--- config.mk ---
export PLATFORM = sky130hd
export DESIGN_NAME = panel_pwr_seq
export DESIGN_NICKNAME = d
export VERILOG_FILES = /design/src/rtl/panel_pwr_seq.sv
export SDC_FILE = /design/constraint.sdc
export NUM_CORES = 1
export LEC_CHECK = 0
export CORE_MARGIN = 2
export CORE_UTILIZATION = 45
export CTS_BUF_LIST = sky130_fd_sc_hd__clkbuf_8
export CTS_CLUSTER_SIZE = 30
export DETAILED_ROUTE_END_ITERATION = 10
export GPL_TIMING_DRIVEN = 0
export PLACE_DENSITY = 0.77
export SETUP_SLACK_MARGIN = 0.05
export SLEW_MARGIN = 20
export SYNTH_ARGS = -nofsm -noshare
export SYNTH_HDL_FRONTEND = slang
export SYNTH_SLANG_ARGS = --single-unit
--- constraint.sdc ---
create_clock -name clk -period 5.95 [get_ports clk]
set_clock_uncertainty 0.05 [all_clocks]
set_input_delay 1.19 -clock clk [delete_from_list [all_inputs] [get_ports clk]]
set_output_delay 1.19 -clock clk [all_outputs]
set_load 0.1 [all_outputs]
--- src/rtl/panel_pwr_seq.sv ---
module panel_pwr_seq #(
  parameter int CLK_HZ  = 100_000_000,
  parameter int WAIT_US = 1500
) (
  input  logic        clk,
  input  logic        rst_n,
  input  logic        up_req,
  input  logic        down_req,
  output logic        cmd_start,
  output logic [7:0]  cmd_code,
  output logic [1:0]  cmd_len,
  output logic [15:0] cmd_data,
  input  logic        cmd_done,
  input  logic        cmd_fail,
  output logic        busy,
  output logic        panel_on,
  output logic        backlight_en,
  output logic        wake_fail,
  output logic        write_fail
);
  localparam int WAIT_CYC = (CLK_HZ / 1000) * WAIT_US / 1000;
  localparam int CW       = $clog2(WAIT_CYC + 1);
  localparam int IW       = 6;
  localparam int WAKE_N   = 3;
  localparam int UP_FIRST = 0;
  localparam int UP_LAST  = 43;
  localparam int DN_FIRST = 44;
  localparam int DN_LAST  = 47;

  typedef enum logic [2:0] {S_IDLE, S_ISSUE, S_WAIT_WR, S_DELAY, S_DONE, S_ERROR} st_t;

  st_t           state;
  logic [IW-1:0] idx;
  logic [CW-1:0] cnt;
  logic          going_up;
  logic [26:0]   ent;

  function automatic logic [26:0] rom(input logic [IW-1:0] i);
    case (i)
      6'd0:  return {8'h00, 2'd0, 16'h0000, 1'b1};
      6'd1:  return {8'h00, 2'd0, 16'h0000, 1'b1};
      6'd2:  return {8'h00, 2'd0, 16'h0000, 1'b1};
      6'd3:  return {8'hB0, 2'd1, 16'h0017, 1'b0};
      6'd4:  return {8'hBC, 2'd1, 16'h0080, 1'b0};
      6'd5:  return {8'h3B, 2'd1, 16'h0000, 1'b0};
      6'd6:  return {8'hB0, 2'd1, 16'h0016, 1'b0};
      6'd7:  return {8'hB8, 2'd2, 16'hFFF9, 1'b0};
      6'd8:  return {8'h11, 2'd0, 16'h0000, 1'b0};
      6'd9:  return {8'hBA, 2'd1, 16'h0001, 1'b0};
      6'd10: return {8'hBB, 2'd1, 16'h0000, 1'b0};
      6'd11: return {8'h3A, 2'd1, 16'h0060, 1'b0};
      6'd12: return {8'hBF, 2'd1, 16'h0010, 1'b0};
      6'd13: return {8'hB1, 2'd1, 16'h0056, 1'b0};
      6'd14: return {8'hB2, 2'd1, 16'h0033, 1'b0};
      6'd15: return {8'hB3, 2'd1, 16'h0011, 1'b0};
      6'd16: return {8'hB3, 2'd1, 16'h0011, 1'b0};
      6'd17: return {8'hB4, 2'd1, 16'h0002, 1'b0};
      6'd18: return {8'hB5, 2'd1, 16'h002B, 1'b0};
      6'd19: return {8'hB6, 2'd1, 16'h0040, 1'b0};
      6'd20: return {8'hB7, 2'd1, 16'h0003, 1'b0};
      6'd21: return {8'hB9, 2'd1, 16'h0004, 1'b0};
      6'd22: return {8'hBD, 2'd1, 16'h0004, 1'b0};
      6'd23: return {8'hBE, 2'd1, 16'h0000, 1'b0};
      6'd24: return {8'hC0, 2'd1, 16'h0011, 1'b0};
      6'd25: return {8'hC1, 2'd1, 16'h0011, 1'b0};
      6'd26: return {8'hC2, 2'd1, 16'h0011, 1'b0};
      6'd27: return {8'hC3, 2'd2, 16'h2040, 1'b0};
      6'd28: return {8'hC4, 2'd2, 16'h60C0, 1'b0};
      6'd29: return {8'hC5, 2'd2, 16'h1020, 1'b0};
      6'd30: return {8'hC6, 2'd2, 16'h60C0, 1'b0};
      6'd31: return {8'hC7, 2'd2, 16'h5533, 1'b0};
      6'd32: return {8'hC8, 2'd1, 16'h0000, 1'b0};
      6'd33: return {8'hC9, 2'd1, 16'h0000, 1'b0};
      6'd34: return {8'hCA, 2'd1, 16'h0000, 1'b0};
      6'd35: return {8'hEC, 2'd2, 16'h01F0, 1'b0};
      6'd36: return {8'hCF, 2'd1, 16'h0002, 1'b0};
      6'd37: return {8'hD0, 2'd2, 16'h0804, 1'b0};
      6'd38: return {8'hD1, 2'd1, 16'h0001, 1'b0};
      6'd39: return {8'hD2, 2'd2, 16'h0000, 1'b0};
      6'd40: return {8'hD3, 2'd2, 16'h0D0E, 1'b0};
      6'd41: return {8'hD4, 2'd2, 16'h11A4, 1'b0};
      6'd42: return {8'hD5, 2'd1, 16'h000E, 1'b0};
      6'd43: return {8'h29, 2'd0, 16'h0000, 1'b0};
      6'd44: return {8'h28, 2'd0, 16'h0000, 1'b0};
      6'd45: return {8'hB8, 2'd2, 16'h8002, 1'b0};
      6'd46: return {8'h10, 2'd0, 16'h0000, 1'b0};
      6'd47: return {8'hB0, 2'd1, 16'h0000, 1'b0};
      default: return 27'd0;
    endcase
  endfunction

  assign ent       = rom(idx);
  assign cmd_code  = ent[26:19];
  assign cmd_len   = ent[18:17];
  assign cmd_data  = ent[16:1];
  assign cmd_start = (state == S_ISSUE);
  assign busy      = (state != S_IDLE);

  wire in_wake = going_up && (idx < IW'(WAKE_N));
  wire at_last = going_up ? (idx == IW'(UP_LAST)) : (idx == IW'(DN_LAST));

  always_ff @(posedge clk) begin
    if (!rst_n) begin
      state        <= S_IDLE;
      idx          <= '0;
      cnt          <= '0;
      going_up     <= 1'b0;
      panel_on     <= 1'b0;
      backlight_en <= 1'b0;
      wake_fail    <= 1'b0;
      write_fail   <= 1'b0;
    end else begin
      case (state)
        S_IDLE: begin
          if (down_req || up_req) begin
            idx          <= down_req ? IW'(DN_FIRST) : IW'(UP_FIRST);
            going_up     <= !down_req;
            panel_on     <= 1'b0;
            backlight_en <= 1'b0;
            wake_fail    <= 1'b0;
            write_fail   <= 1'b0;
            state        <= S_ISSUE;
          end
        end
        S_ISSUE: state <= S_WAIT_WR;
        S_WAIT_WR: begin
          if (cmd_done) begin
            if (cmd_fail && in_wake) begin
              state <= S_ERROR;
            end else begin
              if (cmd_fail) write_fail <= 1'b1;
              if (ent[0]) begin
                cnt   <= CW'(WAIT_CYC - 1);
                state <= S_DELAY;
              end else if (at_last) begin
                state <= S_DONE;
              end else begin
                idx   <= idx + 1'b1;
                state <= S_ISSUE;
              end
            end
          end
        end
        S_DELAY: begin
          if (cnt == '0) begin
            idx   <= idx + 1'b1;
            state <= S_ISSUE;
          end else begin
            cnt <= cnt - 1'b1;
          end
        end
        S_DONE: begin
          panel_on     <= going_up;
          backlight_en <= going_up;
          state        <= S_IDLE;
        end
        S_ERROR: begin
          wake_fail <= 1'b1;
          state     <= S_IDLE;
        end
        default: state <= S_IDLE;
      endcase
    end
  end
endmodule


== Yosys cells after proc, flatten, opt, wreduce, memory -nomap -nowiden ==
Memory sizes are Yosys's and may differ from the RTL's. A register that Yosys moved wholly into a read port is not among the register bits.
Index checks and enable logic that the tools add are counted.
Widths: inputs -> output; s select.

* Register bits: 31
* Memory bits (read-only): 1,728
* Input port bits: 6
* Output and inout bits: 32
* Logic and storage cells: 76
* Memories: 1

{| class="wikitable"
|+ Memories
! memory !! words !! width !! read ports !! clocked after Yosys merged registers in !! wr ports !! line !! RTL
|-
| (name not given) || 64 || 27 || 1 || 1 || 0 || 39 || <nowiki>case (i)</nowiki>
|}

* $add $sub $neg: 2
* Order comparisons: 1
* Equality and inequality tests: 16
* Mux-type cells: 30
* Reductions and logical operators: 19

{| class="wikitable"
|+ Operators with widths
! operator !! count
|-
| $mux 18 || 4
|-
| $mux 6 || 9
|-
| $pmux 18 s2 || 1
|-
| $logic_not 18->1 || 1
|-
| $mux 3 || 6
|-
| $ne 2x2->1 const B || 9
|-
| $pmux 6 s3 || 1
|-
| $sub 18x1->18 const B || 1
|-
| $eq 6x6->1 const B || 2
|-
| $pmux 3 s4 || 1
|-
| $reduce_and 5->1 || 2
|-
| $reduce_bool 2->1 || 4
|-
| $reduce_and 7->1 || 1
|-
| $add 6x1->6 const B || 1
|-
| $eq 3x2->1 const B || 2
|-
| $eq 3x3->1 const B || 2
|-
| $lt 6x2->1 const B || 1
|-
| $pmux 1 s2 || 3
|-
| $reduce_and 2->1 || 3
|-
| $reduce_bool 3->1 || 2
|-
| $mux 1 || 5
|-
| $eq 3x1->1 const B || 1
|-
| $logic_not 3->1 || 1
|-
| $reduce_and 3->1 || 1
|-
| other kinds (3) || 4
|}

== Logic depth before layout (Yosys ltp) ==
Gate-level depths: netlist (run 1).

* Depth after elaboration: 9
* Mapped depth: 14
* Depth with buffers taken out: 13

== Worst setup path before layout (run 1) ==
No wires, ideal clock.

* Path type: reg2out
* From: register state[0]
* To: output cmd_start
* Data arrival time: 2.928 ns
* Data required time: 4.710 ns
* Path slack: 1.782 ns
* Cell stages (with the launch flop): 4
* Buffers on the path: 1
* Cells stage by stage: dfxtp_1 clkbuf_1 inv_1 nor3_1

* Cells in the longest elaborated chain, start to end: 1

{| class="wikitable"
|+ RTL lines
! item !! line !! RTL
|-
| start, declared || 32 || <nowiki>st_t state;</nowiki>
|-
| start signal, assigned || 104 || <nowiki>state <= S_IDLE;</nowiki>
|-
| start signal, assigned || 122 || <nowiki>state <= S_ISSUE;</nowiki>
|-
| start signal, assigned || 125 || <nowiki>S_ISSUE: state <= S_WAIT_WR;</nowiki>
|-
| $eq 3x1->1 || 96 || <nowiki>assign cmd_start = (state == S_ISSUE);</nowiki>
|-
| end, declared || 9 || <nowiki>output logic cmd_start,</nowiki>
|}

Every way passes these cells.

== Final worst setup path (run 1) ==
* From: input cmd_fail
* To: register cmd_code[4] (netlist name)

* Cells in the longest elaborated chain, start to end: 5

{| class="wikitable"
|+ RTL lines
! item !! line !! RTL
|-
| start, declared || 14 || <nowiki>input logic cmd_fail,</nowiki>
|-
| $logic_and 1x1->1 || 128 || <nowiki>if (cmd_fail && in_wake) begin</nowiki>
|-
| $ne 2x2->1 (no line) || n/a ||
|-
| $reduce_and 7->1 (no line) || n/a ||
|-
| $mux 6 (no line) (2 in a row) || n/a ||
|}

Every way passes these cells.
A chain may end at the register's enable or synchronous reset.

==> results of run 1 <==
## through the flow
| step | worst slack [ns] | area (sq um) | total power, mW |
|---|---|---|---|
| after global routing | 0.719 | 4570 | 2.96 |
| final | 0.885 | 4570 | 2.80 |
| after CTS | 1.05 | 4570 | 2.76 |
| after floorplan | 1.78 | 3910 | 2.03 |
| after global placement | 0.722 | 4400 | 2.42 |
| after detailed placement | 0.699 | 4400 | 2.43 |
## sequential cells by signal, indices dropped and copies added (netlist names), 2 cells and up
signal,count
cmd_len,2
cnt,18
cmd_data,16
cmd_code,8
idx,6
state,3
## cell families (layout without fill, tap and decap cells)
family | Yosys count | in the layout | share of synthesized area
adder cells (fa/ha/maj) | 10 | 10 | 0.0320
buffers and inverters | 73 | 125 | 0.114
XOR/XNOR | 17 | 17 | 0.0381
AO/OA/AOI/OAI | 132 | 132 | 0.245
flip-flops | 58 | 58 | 0.297
AND/OR/NAND/NOR | 184 | 184 | 0.248
multiplexers | 9 | 9 | 0.0263
## routing by layer
layer / global-route usage / vias up / part of all wire
li1: - / 1832 / -
met1: 0.329 / 1878 / 0.43
met2: 0.361 / 256 / 0.44
met3: 0.0525 / 41 / 0.10
met4: 0.0997 / 0 / 0.032
met5: 0 / - / 0
## critical path: stages
cell	delay (ns)
clkdlybuf4s50_1	0.49
nor4bb_1	0.45
a22oi_1	0.26
o2111ai_1	0.42
nor2_1	0.07
o21ai_1	0.69
inv_1	0.29
ha_1	0.39
or3_1	0.39
a21oi_1	0.34
a21bo_1	0.25
## worst min-delay path by stage
stage / startpoint / endpoint / slack [ns] / cells after the start
floorplan: cnt[1]$_SDFFE_PN0P_ / cnt[1]$_SDFFE_PN0P_ / 0.41 / 2
global route: wake_fail$_SDFFE_PN0P_ / wake_fail$_SDFFE_PN0P_ / 0.47 / 2
CTS: wake_fail$_SDFFE_PN0P_ / wake_fail$_SDFFE_PN0P_ / 0.43 / 2
finish: wake_fail$_SDFFE_PN0P_ / wake_fail$_SDFFE_PN0P_ / 0.43 / 2
global placement: wake_fail$_SDFFE_PN0P_ / wake_fail$_SDFFE_PN0P_ / 0.42 / 2
detailed placement: wake_fail$_SDFFE_PN0P_ / wake_fail$_SDFFE_PN0P_ / 0.42 / 2
## area by class of cell
type	count	area, sq um	area share
inverter	17	71.3	0.0156
clock buffer	10	138	0.0301
clock inverter	6	33.8	0.00740
timing repair buffer	36	360	0.0789
tap	105	131	0.0288
buffer	56	373	0.0816
sequential	58	1160	0.254
multi-input combinational	352	2300	0.503
## power by group
group	internal, mW	switching, mW	leakage, nW
sequential	0.505	0.0749	0.474
clock	0.159	0.174	0.0892
combinational	0.624	1.27	1.26
## layout by cell type, fill, tap and decap left out, types with 5 or more instances in the layout
master	count
a21oi_1	33
a32oi_1	5
and3_1	7
buf_2	7
buf_4	31
buf_6	5
clkbuf_1	13
clkbuf_8	10
clkdlybuf4s50_1	36
dfxtp_1	58
ha_1	10
inv_1	13
mux2_2	6
nand2_1	39
nand2b_1	6
nand3_1	18
nor2_1	48
nor3_1	20
nor4_1	6
o211ai_1	10
o21ai_0	22
o22ai_1	7
o31ai_1	5
or3_1	7
xnor2_1	8
xor2_1	9
==> results_dict.tcl, run 1 <==
set metrics [dict create \
    grt_pass1_vias 3790 \
    timing.final.max_slew_violations 0 \
    post-route-min-period_ns 5.07 \
    path_max_fanout 10 \
    final_util 0.550 \
    cts_tree "done" \
    vias 4007 \
    syn_inst 483 \
    globalplace.congestion 1.02 \
    via_per_inst 6.26 \
    leakage_nw 1.82 \
    reg2reg_to "cmd_code[4]$_DFF_P_" \
    criticalPathCategory "in2reg" \
    initialDrtViolationCount 588 \
    synthArstFlopShare 0 \
    critPathLaunchType "input pin" \
    yosysWarnings 0 \
    final_cells 640 \
    grt_max_degree 11 \
    area_delta_synth_final_pct 17.0 \
    routed_wl_um 11300 \
    synth_common_cells "58 x dfxtp_1, 48 x nor2_1, 39 x nand2_1, 33 x a21oi_1, 31 x buf_4" \
    run_status "complete, no violations" \
    hold_viol 0 \
    crit_arrival_ns 5.25 \
    finalSetupViolations 0 \
    ctsHoldBuffers 0 \
    synth_top_area_frac 0.297 \
    die_area_sq_mm 0.00944 \
    yosys.area.top_type "dfxtp_1" \
    worst_pin_slew_ns 0.979 \
    portBuffers 36 \
    cp_data_required_time_ns 6.14 \
    die_w_um 97.2 \
    critical_path.startpoint "cmd_fail" \
    nFillCells 769 \
    max_freq_mhz 197 \
    synthTopCellsByArea "dfxtp_1 30%, buf_4 6.0%, nor2_1 4.6%" \
    cts.sinks 58 \
    syn_nets 499 \
    clockBufferDepth 2 \
    slew_headroom 0.346 \
    cts_resized 0 \
    ys_seq_area_frac 0.297 \
    reg2reg_depth 13 \
    cts-buffers-inserted 9 \
    cap_violations 0 \
    wire_per_inst_um 17.7 \
    hold_ws_ns 0.430 \
    tns_ns 0 \
    peakVddDrop_uv 249 \
    synth_enable_flop_cells 0 \
    numPlacedInstances 624 \
    cts_root_buffer "clkbuf_8" \
    cts_max_level 3 \
    fin_nets 546 \
    ios 38 \
    die_h_um 97.2 \
    start_util 0.471 \
    overflow 0 \
    fp-row-count 33 \
    ant_nets 0 \
    worstSkewPairLatency_ns 0.35 \
    grt_pass1_wl_um 18600 \
    cp-endpoint "cmd_code[4]$_DFF_P_" \
    drtPass1Iterations 5 \
    drive_gt1_frac 0.170 \
    grtUsageTotal 0.239 \
    fin_crit_sh 0.851 \
    power.density_mw_per_mm2 614 \
    syn_avg_cell_area_sq_um 8.08 \
    endpoint_kind "flop" \
    r2r-start "cnt[0]$_SDFFE_PN0P_" \
    antenna_found_initial 0 \
    post_cts_buffers 0 \
    synth_area_sq_mm 0.00390 \
    ys_seq_elements 58 \
    r2r_slack_ns 1.49 \
    clk_pin_slew_worst_paths_ns 0.08 \
    holdCritPathClass "reg2reg" \
    yosysUniqueCellTypes 82 \
    hpwl_um 8010 \
    core_sq_mm 0.00830 \
    synth_most_common_cell "dfxtp_1" \
    diodes 0 \
    yosys_most_used_dff "dfxtp_1" \
    drc 0 \
    grt_setup_unrepaired "no" \
]
No activity file was read; power rests on OpenSTA's default activity.
==> run 2: changes to the inputs <==
==> constraint.sdc (replaced) <==
create_clock -name clk -period 5 [get_ports clk]
set_clock_uncertainty 0.05 [all_clocks]
set_input_delay 1 -clock clk [delete_from_list [all_inputs] [get_ports clk]]
set_output_delay 1 -clock clk [all_outputs]
set_load 0.1 [all_outputs]
==> run 2 against run 1 <==
Compared with the run above:
- global-route usage is the same
- critical path depth stayed put
- via count shrank 0.72%
- final cell count did not move
- first-iteration DRC count is 2.6% higher
- routed wire length down 0.34%
- die area stayed put
- flip-flop and latch count unchanged
- cell area is essentially flat
- sequential power increased by 19%
- critical path type unchanged
- largest cell class unchanged
==> results_dict.tcl, run 2 (synthesis results as in run 1) <==
set metrics [dict create \
    holdCritPathClass "reg2reg" \
    hold_viol 0 \
    combPwrFrac 0.676 \
    drtPass1Iterations 6 \
    globalplace.congestion 1.02 \
    portBuffers 36 \
    overflow 0 \
    fin_nets 546 \
    criticalPathCategory "in2reg" \
    mostFrequentLayoutCell "dfxtp_1" \
    leakage_nw 1.82 \
    clockBufferDepth 2 \
    top_register "cnt" \
    via_per_inst 6.22 \
    core_sq_mm 0.00830 \
    cts_max_level 3 \
    nFillCells 767 \
    r2r-start "cnt[0]$_SDFFE_PN0P_" \
    numPlacedInstances 624 \
    wire_per_inst_um 17.6 \
    cp_data_required_time_ns 5.19 \
    hp-start "wake_fail$_SDFFE_PN0P_" \
    largest_reg_flops 18 \
    vias 3978 \
    cts.sinks 58 \
    grt_setup_unrepaired "no" \
    finalSetupViolations 0 \
    endpoint_kind "flop" \
    grt_pass1_vias 3790 \
    power_switching_mw 1.81 \
    wl_met1_um 4780 \
    die_w_um 97.2 \
    power_frac_seq 0.206 \
    die_area_sq_mm 0.00944 \
    max_freq_mhz 219 \
    met2_length_um 4990 \
    reg2reg_depth 13 \
    clk_pin_slew_worst_paths_ns 0.08 \
    timing.final.max_slew_violations 0 \
    wl_met3_um 1250 \
    cts_tree "done" \
    area_delta_synth_final_pct 17.1 \
    layout_common_cells "58 x dfxtp_1, 48 x nor2_1, 39 x nand2_1, 36 x clkdlybuf4s50_1, 33 x a21oi_1" \
    clock_power_share 0.118 \
    cts_root_buffer "clkbuf_8" \
    worst_pin_slew_ns 0.973 \
    grt_pass1_wl_um 18600 \
    total_power_mw 3.34 \
    critPathLaunchType "input pin" \
    fin_crit_sh 0.915 \
    hold_depth 2 \
    final_cells 640 \
    peakVddDrop_uv 295 \
    die_h_um 97.2 \
    ios 38 \
    cts-buffers-inserted 9 \
    grtUsageTotal 0.239 \
    drive_gt1_frac 0.172 \
    path_max_fanout 10 \
    hpwl_um 8010 \
    switching_share 0.541 \
    crit_arrival_ns 4.76 \
    antenna_found_initial 0 \
    post-route-min-period_ns 4.58 \
    run_status "complete, no violations" \
    r2r_slack_ns 0.70 \
    initialDrtViolationCount 603 \
    min_to "wake_fail$_SDFFE_PN0P_" \
    drc 0 \
    fp-row-count 33 \
    diodes 0 \
    worstSkewPairLatency_ns 0.35 \
    cap_violations 0 \
    ant_nets 0 \
    power.density_mw_per_mm2 731 \
    grt_max_degree 11 \
    start_util 0.471 \
    p_int_mw 1.53 \
    top_layer_used "met4" \
    reg2reg_to "cmd_code[4]$_DFF_P_" \
    routed_wl_um 11300 \
    slew_headroom 0.349 \
]
run 2: worst max-delay path by stage:
stage / from / end / cells past startpoint
floorplan: state[0]$_SDFFE_PN0P_ / cmd_start / 3
global placement: cmd_fail / cmd_code[4]$_DFF_P_ / 11
detailed placement: cmd_fail / cmd_code[4]$_DFF_P_ / 11
CTS: cmd_fail / cmd_code[4]$_DFF_P_ / 11
global route: cmd_fail / cmd_data[2]$_DFF_P_ / 12
finish: cmd_fail / cmd_code[4]$_DFF_P_ / 11
run 2: layer usage:
metal  vias up  global-route usage
met5         -                   0
met4         0              0.0997
met3        32              0.0525
met2       268               0.361
met1      1846               0.329
li1       1832                   -
run 2: repair_timing:
item | CTS | global route
hold buffers | 0 | 0
setup buffers | 0 | 0
gates resized for setup | 0 | 1
setup endpoints to repair | 0 | 6
run 2: critical path, stage by stage:
cell,delay [ns]
clkdlybuf4s50_1,0.50
nor4bb_1,0.45
a22oi_1,0.26
nor2_1,0.28
nor4_4,0.12
a2bb2oi_2,0.52
inv_1,0.29
ha_1,0.36
or3_1,0.39
a21oi_1,0.35
a21bo_1,0.25
run 2: area by class of cell:
type                            count  area, sq um  share of cell area
Buffer                             56          373              0.0816
Clock buffer                       10          138              0.0301
Clock inverter                      6         33.8             0.00739
Inverter                           17         71.3              0.0156
Multi-Input combinational cell    352         2300               0.504
Sequential cell                    58         1160               0.254
Tap cell                          105          131              0.0287
Timing Repair Buffer               36          360              0.0788
run 2: metrics by stage:
step / util / instance area [sq um] / TNS, ns / setup slack [ns] / hold slack [ns]
finish: 0.551 / 4570 / 0 / 0.424 / 0.430
global route: 0.551 / 4570 / 0 / 0.209 / 0.472
CTS: 0.550 / 4570 / 0 / 0.289 / 0.429
floorplan: - / 3910 / 0 / 1.02 / 0.408
detailed placement: 0.530 / 4400 / -0.0610 / -0.0610 / 0.418
global placement: 0.530 / 4400 / -0.0382 / -0.0382 / 0.415
run 2: power by group through the flow:
| stage | Sequential [mW] | Combinational [mW] | Clock (mW) |
|---|---|---|---|
| floorplan | 0.690 | 1.73 | 0 |
| global placement | 0.693 | 2.18 | 0 |
| detailed placement | 0.698 | 2.19 | 0 |
| CTS | 0.690 | 2.20 | 0.398 |
| global route | 0.705 | 2.39 | 0.424 |
| finish | 0.689 | 2.26 | 0.395 |
==> run 3: changes to the inputs <==
==> constraint.sdc (replaced) <==
create_clock -name clk -period 4.77 [get_ports clk]
set_clock_uncertainty 0.05 [all_clocks]
set_input_delay 0.954 -clock clk [delete_from_list [all_inputs] [get_ports clk]]
set_output_delay 0.954 -clock clk [all_outputs]
set_load 0.1 [all_outputs]
==> run 3 against run 2 <==
Compared with the run above:
- routed wire length increased by 1.0%
- clock power increased by 5.3%
- non-clock buffer count stayed put
- critical path type unchanged
- critical endpoint unchanged
- largest power group unchanged
==> results_dict.tcl, run 3 (synthesis results as in run 1) <==
set metrics [dict create \
    timing.final.max_slew_violations 0 \
    post-route-min-period_ns 4.43 \
    min_to "wake_fail$_SDFFE_PN0P_" \
    die_w_um 97.2 \
    leakage_nw 1.83 \
    cts.sinks 58 \
    largest_reg_flops 18 \
    clockBufferDepth 2 \
    vias 3983 \
    final_area_sq_mm 0.00459 \
    worstSkewPairLatency_ns 0.35 \
    criticalPathCategory "in2reg" \
    area_delta_synth_final_pct 17.6 \
    diodes 0 \
    worst_pin_slew_ns 0.972 \
    slew_headroom 0.350 \
    peakVddDrop_uv 312 \
    finalSetupViolations 0 \
    r2r-start "cnt[0]$_SDFFE_PN0P_" \
    wire_per_inst_um 17.8 \
    routed_wl_um 11400 \
    fin_nets 546 \
    reg2reg_depth 14 \
    grt_pass1_wl_um 18600 \
    top_register "cnt" \
    die_h_um 97.2 \
    crit_arrival_ns 4.62 \
    grtUsageTotal 0.239 \
    cts-buffers-inserted 9 \
    numPlacedInstances 624 \
    ios 38 \
    power.density_mw_per_mm2 766 \
    globalplace.congestion 1.02 \
    cts_root_buffer "clkbuf_8" \
    fin_crit_sh 0.929 \
    holdCritPathClass "reg2reg" \
    via_per_inst 6.22 \
    cap_violations 0 \
    grt_setup_unrepaired "no" \
    core_sq_mm 0.00830 \
    overflow 0 \
    post_cts_buffers 0 \
    reg2reg_to "cmd_code[1]$_DFF_P_" \
    grt_pass1_vias 3790 \
    grt_max_degree 11 \
    placed_area_sq_mm 0.00440 \
    path_max_fanout 10 \
    drive_gt1_frac 0.172 \
    fp-row-count 33 \
    r2r_slack_ns 0.57 \
    hold_viol 0 \
    mostFrequentLayoutCell "dfxtp_1" \
    die_area_sq_mm 0.00944 \
    cp_data_required_time_ns 4.96 \
    critPathLaunchType "input pin" \
    antenna_found_initial 0 \
    drc 0 \
    cts_max_level 3 \
    start_util 0.471 \
    cts_tree "done" \
    initialDrtViolationCount 642 \
    ant_nets 0 \
    run_status "complete, no violations" \
    drtPass1Iterations 5 \
    ctsHoldBuffers 0 \
    final_cells 640 \
    layout_common_cells "58 x dfxtp_1, 48 x nor2_1, 39 x nand2_1, 36 x clkdlybuf4s50_1, 33 x a21oi_1" \
    max_freq_mhz 226 \
    endpoint_kind "flop" \
    hp-start "wake_fail$_SDFFE_PN0P_" \
    hold_depth 2 \
    portBuffers 36 \
    clk_pin_slew_worst_paths_ns 0.08 \
    hpwl_um 8010 \
]
-- run 3: worst max-delay path by stage --
stage / cells past startpoint / to / startpoint
after floorplan: 3 / cmd_start / state[0]$_SDFFE_PN0P_
after global placement: 11 / cmd_code[4]$_DFF_P_ / cmd_fail
after detailed placement: 11 / cmd_code[4]$_DFF_P_ / cmd_fail
after CTS: 11 / cmd_code[4]$_DFF_P_ / cmd_fail
after global routing: 11 / cmd_code[0]$_DFF_P_ / cmd_fail
final: 11 / cmd_code[4]$_DFF_P_ / cmd_fail
-- run 3: final cells by class --
class / count / area (sq um)
inverter: 17 / 71.3
timing repair buffer: 36 / 360
multi-input combinational: 352 / 2320
tap: 105 / 131
clock inverter: 6 / 33.8
clock buffer: 10 / 138
sequential: 58 / 1160
buffer: 56 / 373
fill: 764 / 3710
-- run 3: per-layer routing --
| layer | GRT usage | share of wire | vias up |
|---|---|---|---|
| met5 | 0 | 0 | - |
| met4 | 0.0997 | 0.027 | 0 |
| met3 | 0.0525 | 0.10 | 42 |
| met2 | 0.361 | 0.44 | 246 |
| met1 | 0.329 | 0.43 | 1863 |
| li1 | - | - | 1832 |
-- run 3: repair_timing --
item	4_1_cts	5_1_grt
hold endpoints to repair	0	0
endpoints found under the setup margin	0	18
gates resized for setup	0	3
-- run 3: worst max-delay path, cell delays in order --
cell and delay [ns]:
clkdlybuf4s50_1 0.49, nor4bb_1 0.45, a22oi_1 0.26, o2111ai_1 0.45, nor2_1 0.13, o21ai_4 0.35, inv_1 0.20, ha_1 0.34
or3_1 0.39, a21oi_1 0.34, a21bo_1 0.25
-- run 3: per-stage QoR --
| stage | setup WS [ns] | util | hold WS (ns) | TNS (ns) | total power, mW |
|---|---|---|---|---|---|
| 2_1_floorplan | 0.838 | - | 0.408 | 0 | 2.54 |
| 3_3_place_gp | -0.222 | 0.530 | 0.415 | -1.19 | 3.02 |
| 3_5_place_dp | -0.245 | 0.530 | 0.418 | -1.18 | 3.03 |
| 4_1_cts | 0.105 | 0.550 | 0.429 | 0 | 3.45 |
| 5_1_grt | 0.0650 | 0.553 | 0.472 | 0 | 3.70 |
| 6_report | 0.338 | 0.553 | 0.430 | 0 | 3.52 |
-- run 3: power by group --
group          internal (mW)  total [mW]  leakage (nW)  switching [mW]
sequential             0.630       0.723         0.474          0.0929
clock                  0.198       0.416        0.0892           0.218
combinational          0.785        2.38          1.26            1.59
total                   1.61        3.52          1.83            1.90
